**config.mk**
```make
export PLATFORM = sky130hd
export DESIGN_NAME = gpio_bank_core
export DESIGN_NICKNAME = d
export VERILOG_FILES = /design/src/rtl/gpio_bank_pkg.sv /design/src/rtl/gpio_sync.sv /design/src/rtl/gpio_bank_regs.sv /design/src/rtl/gpio_rd_mux.sv /design/src/rtl/gpio_bank_core.sv
export SDC_FILE = /design/constraint.sdc
export NUM_CORES = 1
export LEC_CHECK = 0
export BUFFER_PORTS_ARGS = -buffer_cell sky130_fd_sc_hd__buf_2
export CORE_MARGIN = 2
export CORE_UTILIZATION = 55
export CTS_BUF_LIST = sky130_fd_sc_hd__clkbuf_8
export CTS_CLUSTER_SIZE = 12
export DETAILED_ROUTE_END_ITERATION = 8
export PLACE_DENSITY = 0.85
export SYNTH_ARGS = -nofsm -noshare
export SYNTH_HDL_FRONTEND = slang
export SYNTH_SLANG_ARGS = --single-unit
```
**constraint.sdc**
```tcl
create_clock -name clk -period 4.2 [get_ports clk]
set_clock_uncertainty 0.05 [all_clocks]
set_input_delay 1.05 -clock clk [delete_from_list [all_inputs] [get_ports clk]]
set_output_delay 1.05 -clock clk [all_outputs]
set_load 0.05 [all_outputs]
```
**src/rtl/gpio_bank_pkg.sv**
```systemverilog
// Shared types for the banked I/O register core.
// Assumes a two-bit register select on the bus.
package gpio_bank_pkg;

    // Register select encoding on the bus.
    typedef enum logic [1:0] {
        REG_IN  = 2'd0,
        REG_OUT = 2'd1,
        REG_POL = 2'd2,
        REG_DIR = 2'd3
    } reg_sel_e;

endpackage

```
**src/rtl/gpio_sync.sv**
```systemverilog
// Multi-stage flop synchronizer for asynchronous pad inputs.
// Assumes STAGES >= 1; every stage clears on synchronous reset.
module gpio_sync #(
    parameter int W      = 40,
    parameter int STAGES = 2
) (
    input  logic         clk,
    input  logic         rst_n,
    input  logic [W-1:0] din,
    output logic [W-1:0] dout
);

    logic [STAGES-1:0][W-1:0] stg;

    // Shift the pad sample through the synchronizer chain.
    always_ff @(posedge clk) begin
        if (!rst_n) begin
            stg <= '0;
        end else begin
            for (int s = STAGES - 1; s > 0; s--) begin
                stg[s] <= stg[s-1];
            end
            stg[0] <= din;
        end
    end

    assign dout = stg[STAGES-1];

endmodule

```
**src/rtl/gpio_bank_regs.sv**
```systemverilog
// Register set for one bank: direction, polarity, shadow and live output.
// Assumes wr_en is already qualified by the bank decode.
// Every bank instance commits its shadow on ack.
module gpio_bank_regs
    import gpio_bank_pkg::*;
#(
    parameter int W = 8
) (
    input  logic         clk,
    input  logic         rst_n,
    input  logic         wr_en,
    input  reg_sel_e     sel,
    input  logic [W-1:0] wr_data,
    input  logic         ack,
    input  logic [W-1:0] in_sync,
    output logic [W-1:0] out_live,
    output logic [W-1:0] dir_q,
    output logic [W-1:0] rd_data
);

    logic [W-1:0] shadow_q;
    logic [W-1:0] shadow_nxt;
    logic [W-1:0] pol_q;

    // Next shadow value, including a write in this cycle.
    always_comb begin
        shadow_nxt = shadow_q;
        if (wr_en && sel == REG_OUT) begin
            shadow_nxt = wr_data;
        end
    end

    // Shadow byte and acknowledge-timed live output.
    always_ff @(posedge clk) begin
        if (!rst_n) begin
            shadow_q <= '0;
            out_live <= '0;
        end else begin
            shadow_q <= shadow_nxt;
            if (ack) begin
                out_live <= shadow_nxt;
            end
        end
    end

    // Direction and polarity bytes, written immediately.
    always_ff @(posedge clk) begin
        if (!rst_n) begin
            dir_q <= '1;
            pol_q <= '0;
        end else if (wr_en) begin
            if (sel == REG_DIR) begin
                dir_q <= wr_data;
            end
            if (sel == REG_POL) begin
                pol_q <= wr_data;
            end
        end
    end

    // Read data for this bank by register type.
    always_comb begin
        unique case (sel)
            REG_IN:  rd_data = in_sync ^ pol_q;
            REG_OUT: rd_data = out_live;
            REG_POL: rd_data = pol_q;
            default: rd_data = dir_q;
        endcase
    end

endmodule

```
**src/rtl/gpio_rd_mux.sv**
```systemverilog
// Selects one bank's read byte.
// Indices at or above NB return zero.
module gpio_rd_mux #(
    parameter int NB    = 5,
    parameter int W     = 8,
    parameter int IDX_W = 3
) (
    input  logic [NB*W-1:0]  bank_rd,
    input  logic [IDX_W-1:0] idx,
    output logic [W-1:0]     rdata
);

    // Pick the addressed bank, or zero when out of range.
    always_comb begin
        rdata = '0;
        for (int b = 0; b < NB; b++) begin
            if (idx == IDX_W'(b)) begin
                rdata = bank_rd[b*W +: W];
            end
        end
    end

endmodule

```
**src/rtl/gpio_bank_core.sv**
```systemverilog
// Top of the banked I/O register core.
// It decodes bus writes per bank and builds the pad enables from the direction bits and oe_n.
// It returns read data through the read mux.
// Assumes oe_n is already clean, since it is used without synchronizing.
module gpio_bank_core
    import gpio_bank_pkg::*;
#(
    parameter int NUM_BANKS   = 5,
    parameter int BANK_W      = 8,
    parameter int IDX_W       = 3,
    parameter int SYNC_STAGES = 2
) (
    input  logic                        clk,
    input  logic                        rst_n,
    input  logic                        bus_we,
    input  logic [IDX_W-1:0]            bus_bank,
    input  logic [1:0]                  bus_sel,
    input  logic [BANK_W-1:0]           bus_wdata,
    input  logic                        bus_ack,
    output logic [BANK_W-1:0]           bus_rdata,
    input  logic                        oe_n,
    input  logic [NUM_BANKS*BANK_W-1:0] pad_in,
    output logic [NUM_BANKS*BANK_W-1:0] pad_out,
    output logic [NUM_BANKS*BANK_W-1:0] pad_oe
);

    localparam int PINS = NUM_BANKS * BANK_W;

    logic [PINS-1:0] in_sync;
    logic [PINS-1:0] dir_all;
    logic [PINS-1:0] rd_all;
    reg_sel_e        sel;

    assign sel = reg_sel_e'(bus_sel);

    gpio_sync #(.W(PINS), .STAGES(SYNC_STAGES)) u_sync (
        .clk  (clk),
        .rst_n(rst_n),
        .din  (pad_in),
        .dout (in_sync)
    );

    for (genvar b = 0; b < NUM_BANKS; b++) begin : g_bank
        logic hit;
        assign hit = bus_we && (bus_bank == IDX_W'(b));

        gpio_bank_regs #(.W(BANK_W)) u_regs (
            .clk     (clk),
            .rst_n   (rst_n),
            .wr_en   (hit),
            .sel     (sel),
            .wr_data (bus_wdata),
            .ack     (bus_ack),
            .in_sync (in_sync[b*BANK_W +: BANK_W]),
            .out_live(pad_out[b*BANK_W +: BANK_W]),
            .dir_q   (dir_all[b*BANK_W +: BANK_W]),
            .rd_data (rd_all[b*BANK_W +: BANK_W])
        );
    end

    // Drive only pins set as outputs, and only while the global enable is low.
    assign pad_oe = ~dir_all & {PINS{~oe_n}};

    gpio_rd_mux #(.NB(NUM_BANKS), .W(BANK_W), .IDX_W(IDX_W)) u_rd (
        .bank_rd(rd_all),
        .idx    (bus_bank),
        .rdata  (bus_rdata)
    );

endmodule

```
Word level (Yosys, flattened, before mapping)
Index checks and enable logic that the tools add are counted.

Latch bits: 0. Memories kept: 0. Bits in registers: 240. Output and inout port bits: 88. Bits in read-only memories: 0. Word-level logic and storage cells: 74. Input bits: 58. RAM bits: 0.

Div/mod/pow operators: 0. Order comparisons: 0. Multiplexer cells: 15. Reductions and logical operators: 22. Multipliers: 0. Shift-type cells: 0. Eq/ne operators: 7. Add/subtract/negate cells: 0. Bitwise gates (word level): 8.

Operators with widths (count): 8-bit case mux with 3 select lines (5); 8-bit two-way mux (10); 40-bit AND (1); 40-bit inverter (1); 8-bit XOR (5); 2-bit AND reduction (10); 1-bit logical AND (10); 3-bit by 2-bit == test with 1-bit output, second input constant (2); 2-bit == test, second input constant (2); 3-bit by 1-bit == test with 1-bit output, second input constant (1); 3-bit == test, second input constant (1); 3-bit zero test (1); 2-bit by 1-bit == test with 1-bit output, second input constant (1); 2-bit zero test (1); 1-bit inverter (1).

Logic depth before layout (Yosys ltp)
Word-level depth: 7. Mapped depth: 8. Mapped depth without buffers: 5.

Modules after synthesis
A second synthesis with hierarchy kept.

Cells, all modules: 1063. Area, all modules: 10532.6 µm².

By module, submodules not included: gpio_bank_regs (sequential area each 640.6 µm², instances 5, area each 1471.4 µm², cells each 150); gpio_sync (sequential area each 1601.5 µm², instances 1, area each 2513.7 µm², cells each 208); gpio_rd_mux (sequential area each 0.0 µm², instances 1, area each 404.1 µm², cells each 56); gpio_bank_core (sequential area each 0.0 µm², instances 1, area each 257.7 µm², cells each 49).

Least setup slack after synthesis
No wires, ideal clock.

Path kind: input to output. Start point: input bus_sel[1]. End point: output bus_rdata[3]. Arrival time: 3.022 ns. Stages on the path: 8. Data required time: 3.100 ns. Buffers on the path: 4. Path slack: 0.078 ns. Cells stage by stage: buf_6 buf_8 buf_4 buf_6 mux2i_1 a22oi_1 nand2_1 o21ai_0.

Word-level cells in the longest chain between the ends: 7. Elaborated cells on any way between the ends: 13. Those cells by class: eq/ne: 2; mux: 10; reduce/logical: 1.

RTL lines: start: declaration (RTL line gpio_bank_core.sv:17) `input logic [1:0] bus_sel,`; 2-bit == test (tied with other cells) (RTL line gpio_bank_regs.sv:63) `unique case (sel)`; 8-bit case mux with 3 select lines (RTL line gpio_bank_regs.sv:63); 8-bit two-way mux (4 in series) (RTL line gpio_rd_mux.sv:17) `if (idx == IDX_W'(b)) begin`; 8-bit two-way mux (*) (RTL line gpio_rd_mux.sv:17); end: declaration (RTL line gpio_bank_core.sv:20) `output logic [BANK_W-1:0] bus_rdata,`.

Every way passes the cells marked *; elsewhere a longest branch is shown, timed or not.

Worst setup path after layout
Ends and elaborated chain as after synthesis.

==> out/summary.md <==
In the final layout, the multi-input gates occupy 4752 um2. The root buffer cell chosen for the clock tree is clkbuf_8. Among the stages of the critical path, the cell type that occurs most often is buf_4. The number of nets in the synthesized netlist is 1,061. Yosys mapped a number of flops with a built-in enable equal to 0.

TritonCTS built the clock tree. Once the clock tree was built, the resizer swapped 0 gates to a different size. The top-area cell type share of the netlist area is 0.4850. After detailed routing, the number of remaining DRC violations is 0.

The highest metal layer used by the detailed router is met5. Counting the buffers created by CTS gives 39. Most frequent cell after synthesis: dfxtp_1. The static power due to leakage is 5.364 nW, and the number of nets in the final layout is 1,184. During I/O placement, the number of pins put on the boundary was 146. The met2 layer wire length in the routed design is 12.15 mm, and the per-instance average area after synthesis is 9.877 um2. The run gives 240 as the number of sinks driven by the clock tree. The count of different cell masters after synthesis came out at 38. After global routing the overflow that remains totals 0. The most used flip-flop cell after synthesis is dfxtp_1. For the overall fraction of global-route tracks in use, the log shows 0.2723. The count of input and output buffers is 145, and the part of the power in the clock network is 0.417.

The clock tree synthesis step divided the H-tree into 2 levels. The first global-routing pass estimated 40.73 mm of wire. The clock slew at the register clock pins of the worst setup and hold paths is 0.05 ns, and the die span in y is 138.2 um. The sequential element share of the synthesized area came out at 0.4850. Summed over all instances, the cell type with the most area after synthesis is dfxtp_1. The combinational fraction of design power was 0.097. STA classifies the critical path endpoint as a primary output. The instance count after placement with tap cells included was 1,314; the number of synthesis warnings was 0. The quantity of hold-fixing buffers added after cts came out at 0. The number of global-route vias before repair is 7,249, and the biggest cell delay along the critical path is 0.45 ns. The tools report the portion of total power attributed to sequential cells as 0.485. The largest individual stage delay along the critical path comes from the cell mux4_2. Setup violations remaining at the end of the flow were counted as 0. The number of maximum-capacitance violations came out at 0. The final period utilization is 0.9296, and the post-detailed-routing wire length is 26.35 mm.

The horizontal die dimension works out to 138.2 um. The required time at the worst-slack endpoint was 3.10 ns. Across all hold checks on the routed design, the worst slack comes to 0.3785 ns. The switching share of power was 0.2549; the final critical delay including setup and external delays was 3.904 ns. For the setup TNS, the log shows 0 ns. The region available for standard cell placement spans 17,840 um2. The largest voltage drop on the vdd net came out at 0.0002891 V.

The run finished with clean final reports. The pin count of the biggest net entering global routing was 126. The run gives 49 as the cell row count. In this run, synthesis produced a sequential element count of 240.

For the pin with the worst max-slew slack, the measured transition is 0.8359 ns. Before antenna repair, the detailed router went through 5 iterations. The kind of start point of the critical path was a primary input. The logs give 1,003 for the number of instances in the synthesized netlist and 10.86 mm for the sum of routed wire segments on met1. By area the synthesized netlist is led by dfxtp_1, mux2i_1, nor2b_1. Fill cells in the final layout number 1,465.

Number of antenna cells inserted: 0. Data on the critical path arrives at its endpoint at 2.80 ns. Setup repair after global routing left no endpoint under its margin. The finished layout holds 1,382 standard cells, fillers aside. The logs give 4.916 mW for the final total power and 19,100 um2 for the die area. The classification of the worst-slack hold path is reg2reg. Buffers added to address setup during post-CTS repair amount to 0. Summing every instance area after synthesis gives 9907 um2. After detailed routing, the met3 layer carries 1.956 mm of wire. The critical path goes through buf_4 > buf_4 > nor2b_1 > xnor2_1 > mux4_2 > o32a_1 > o21ai_0 > buf_2. The detailed router finished its first iteration with 620 violations. Dividing the detail-routed wire length by the instance count gives 19.06 um. The internal power of the cells totals 3.663 mW. For the final number of hold-violating endpoints, the log shows 0.

Along the worst path, the maximum fanout reaches 14. The tools report the clock network latency to the later pin of the worst-skew pair as 0.53 ns. The fraction of final layout cells with drive strength greater than 1 was 0.2038. The logs give 0.4427 for the headroom to the max-slew limit and 3 for the buffer depth of the longest clock path. Power per unit of standard cell area: 427.0 nW/um2. The class of the most critical setup path was in2out. The net load switching power is 1.253 mW. The number of slew-limit violations in the final report was 0. The number of antenna violations at the first check in global routing was 1. Compared with the post-synthesis result, the final layout area differs by 16.22%. The remaining antenna violation count came out at 0. Across all layers, the routed design uses 7,565 vias. In the routed layout, each cell is associated on average with a via count of 5.474. The starting density of the core is 0.5553.

The register-to-register path setup slack is 3.29 ns, and the share of synthesized flip-flops with an asynchronous set or reset is 0. For this run, the top clock speed supported by timing is 0.2561 GHz. The tools report the worst path setup slack after routing as 0.2956 ns. In the synthesized netlist, the cells that appear most often are dfxtp_1, mux2i_1, nand2_1. Routability-driven placement finished with a final weighted congestion of 0.9356.

The detailed placer's ending HPWL is 18.27 mm, and the register cell area after layout is 4805 um2. OpenSTA, run right after detailed placement, puts the worst setup slack at 0.3103 ns.
cells by family (layout without fill, tap and decap cells):
family                    Yosys count  count (layout)  synth area share
and+or+nand+nor                   402             402            0.2110
DFF                               240             240            0.4850
muxes                             136             136            0.1476
AOI/OAI and AO/OA                 107             107           0.08411
buffers and inverters              78             228           0.03688
xor gates and xnor gates           40              40           0.03536
through the flow:
stage	instance area (um2)	utilization
2_1_floorplan	9907	-
3_3_place_gp	10710	0.6004
3_5_place_dp	10710	0.6004
4_1_cts	11510	0.6453
5_1_grt	11510	0.6453
6_report	11510	0.6453
layer usage:
layer / up-vias / GRT usage
li1: 3611 / -
met1: 3532 / 0.3541
met2: 343 / 0.4299
met3: 77 / 0.05334
met4: 2 / 0.1482
met5: - / 0
path summary, 6_finish.rpt:
kind                                           startpoint                                        end  cells past startpoint
setup / recovery                               bus_sel[1]                               bus_rdata[3]                      8
hold reg to reg                 u_sync.stg[21]$_SDFF_PN0_                 u_sync.dout[21]$_SDFF_PN0_                      1
setup reg to reg  g_bank[2].u_regs.shadow_q[0]$_SDFF_PN0_  g_bank[2].u_regs.out_live[0]$_SDFFE_PN0P_                      3
hold / removal                  u_sync.stg[21]$_SDFF_PN0_                 u_sync.dout[21]$_SDFF_PN0_                      1
layout make-up:
class                      count  area share
clock inverter                20     0.01228
sequential                   240      0.4173
clock buffer                  48     0.05738
tap                          229     0.02489
multi-input combinational    685      0.4127
timing repair buffer         160     0.07542
critical path, delay by kind of cell:
| family | cells | cell delay (ns) |
|---|---|---|
| AOI/OAI and AO/OA | 2 | 0.31 |
| xor gates and xnor gates | 1 | 0.13 |
| buffers and inverters | 3 | 0.78 |
| muxes | 1 | 0.45 |
| and+or+nand+nor | 1 | 0.08 |
power groups by stage:
stage | clock (mW) | combinational (mW) | sequential [mW]
after floorplan | 0 | 0.280 | 2.48
after global placement | 0 | 0.469 | 2.43
after detailed placement | 0 | 0.474 | 2.43
after CTS | 2.09 | 0.476 | 2.38
after global routing | 2.19 | 0.510 | 2.39
final | 2.05 | 0.478 | 2.39
state kept, by name, indices dropped and copies added, names as in the netlist:
| name | cells |
|---|---|
| g_bank.u_regs.out_live | 40 |
| g_bank.u_regs.pol_q | 40 |
| u_sync.stg | 40 |
| u_sync.dout | 40 |
| g_bank.u_regs.dir_q | 40 |
| g_bank.u_regs.shadow_q | 40 |
cells in the final DEF, fill, tap and decap left out, drive strengths merged:
cell / netlist / final
a211oi: 1 / 1
a21boi: 24 / 24
a21oi: 10 / 10
a22oi: 13 / 13
and2: 82 / 82
and2b: 1 / 1
and3: 2 / 2
and4bb: 1 / 1
buf: 27 / 160
bufinv: 0 / 2
clkbuf: 51 / 48
clkinv: 0 / 4
clkinvlp: 0 / 1
dfxtp: 240 / 240
inv: 0 / 13
mux2: 1 / 1
mux2i: 127 / 127
mux4: 8 / 8
nand2: 121 / 121
nand2b: 11 / 11
nand3: 38 / 38
nand4: 1 / 1
nand4b: 3 / 3
nor2: 47 / 47
nor2b: 91 / 91
nor4bb: 1 / 1
o211a: 32 / 32
o21ai: 18 / 18
o221ai: 7 / 7
o311a: 1 / 1
o32a: 1 / 1
or2: 3 / 3
xnor2: 40 / 40
Note: power is estimated with default switching activity, not from simulation.
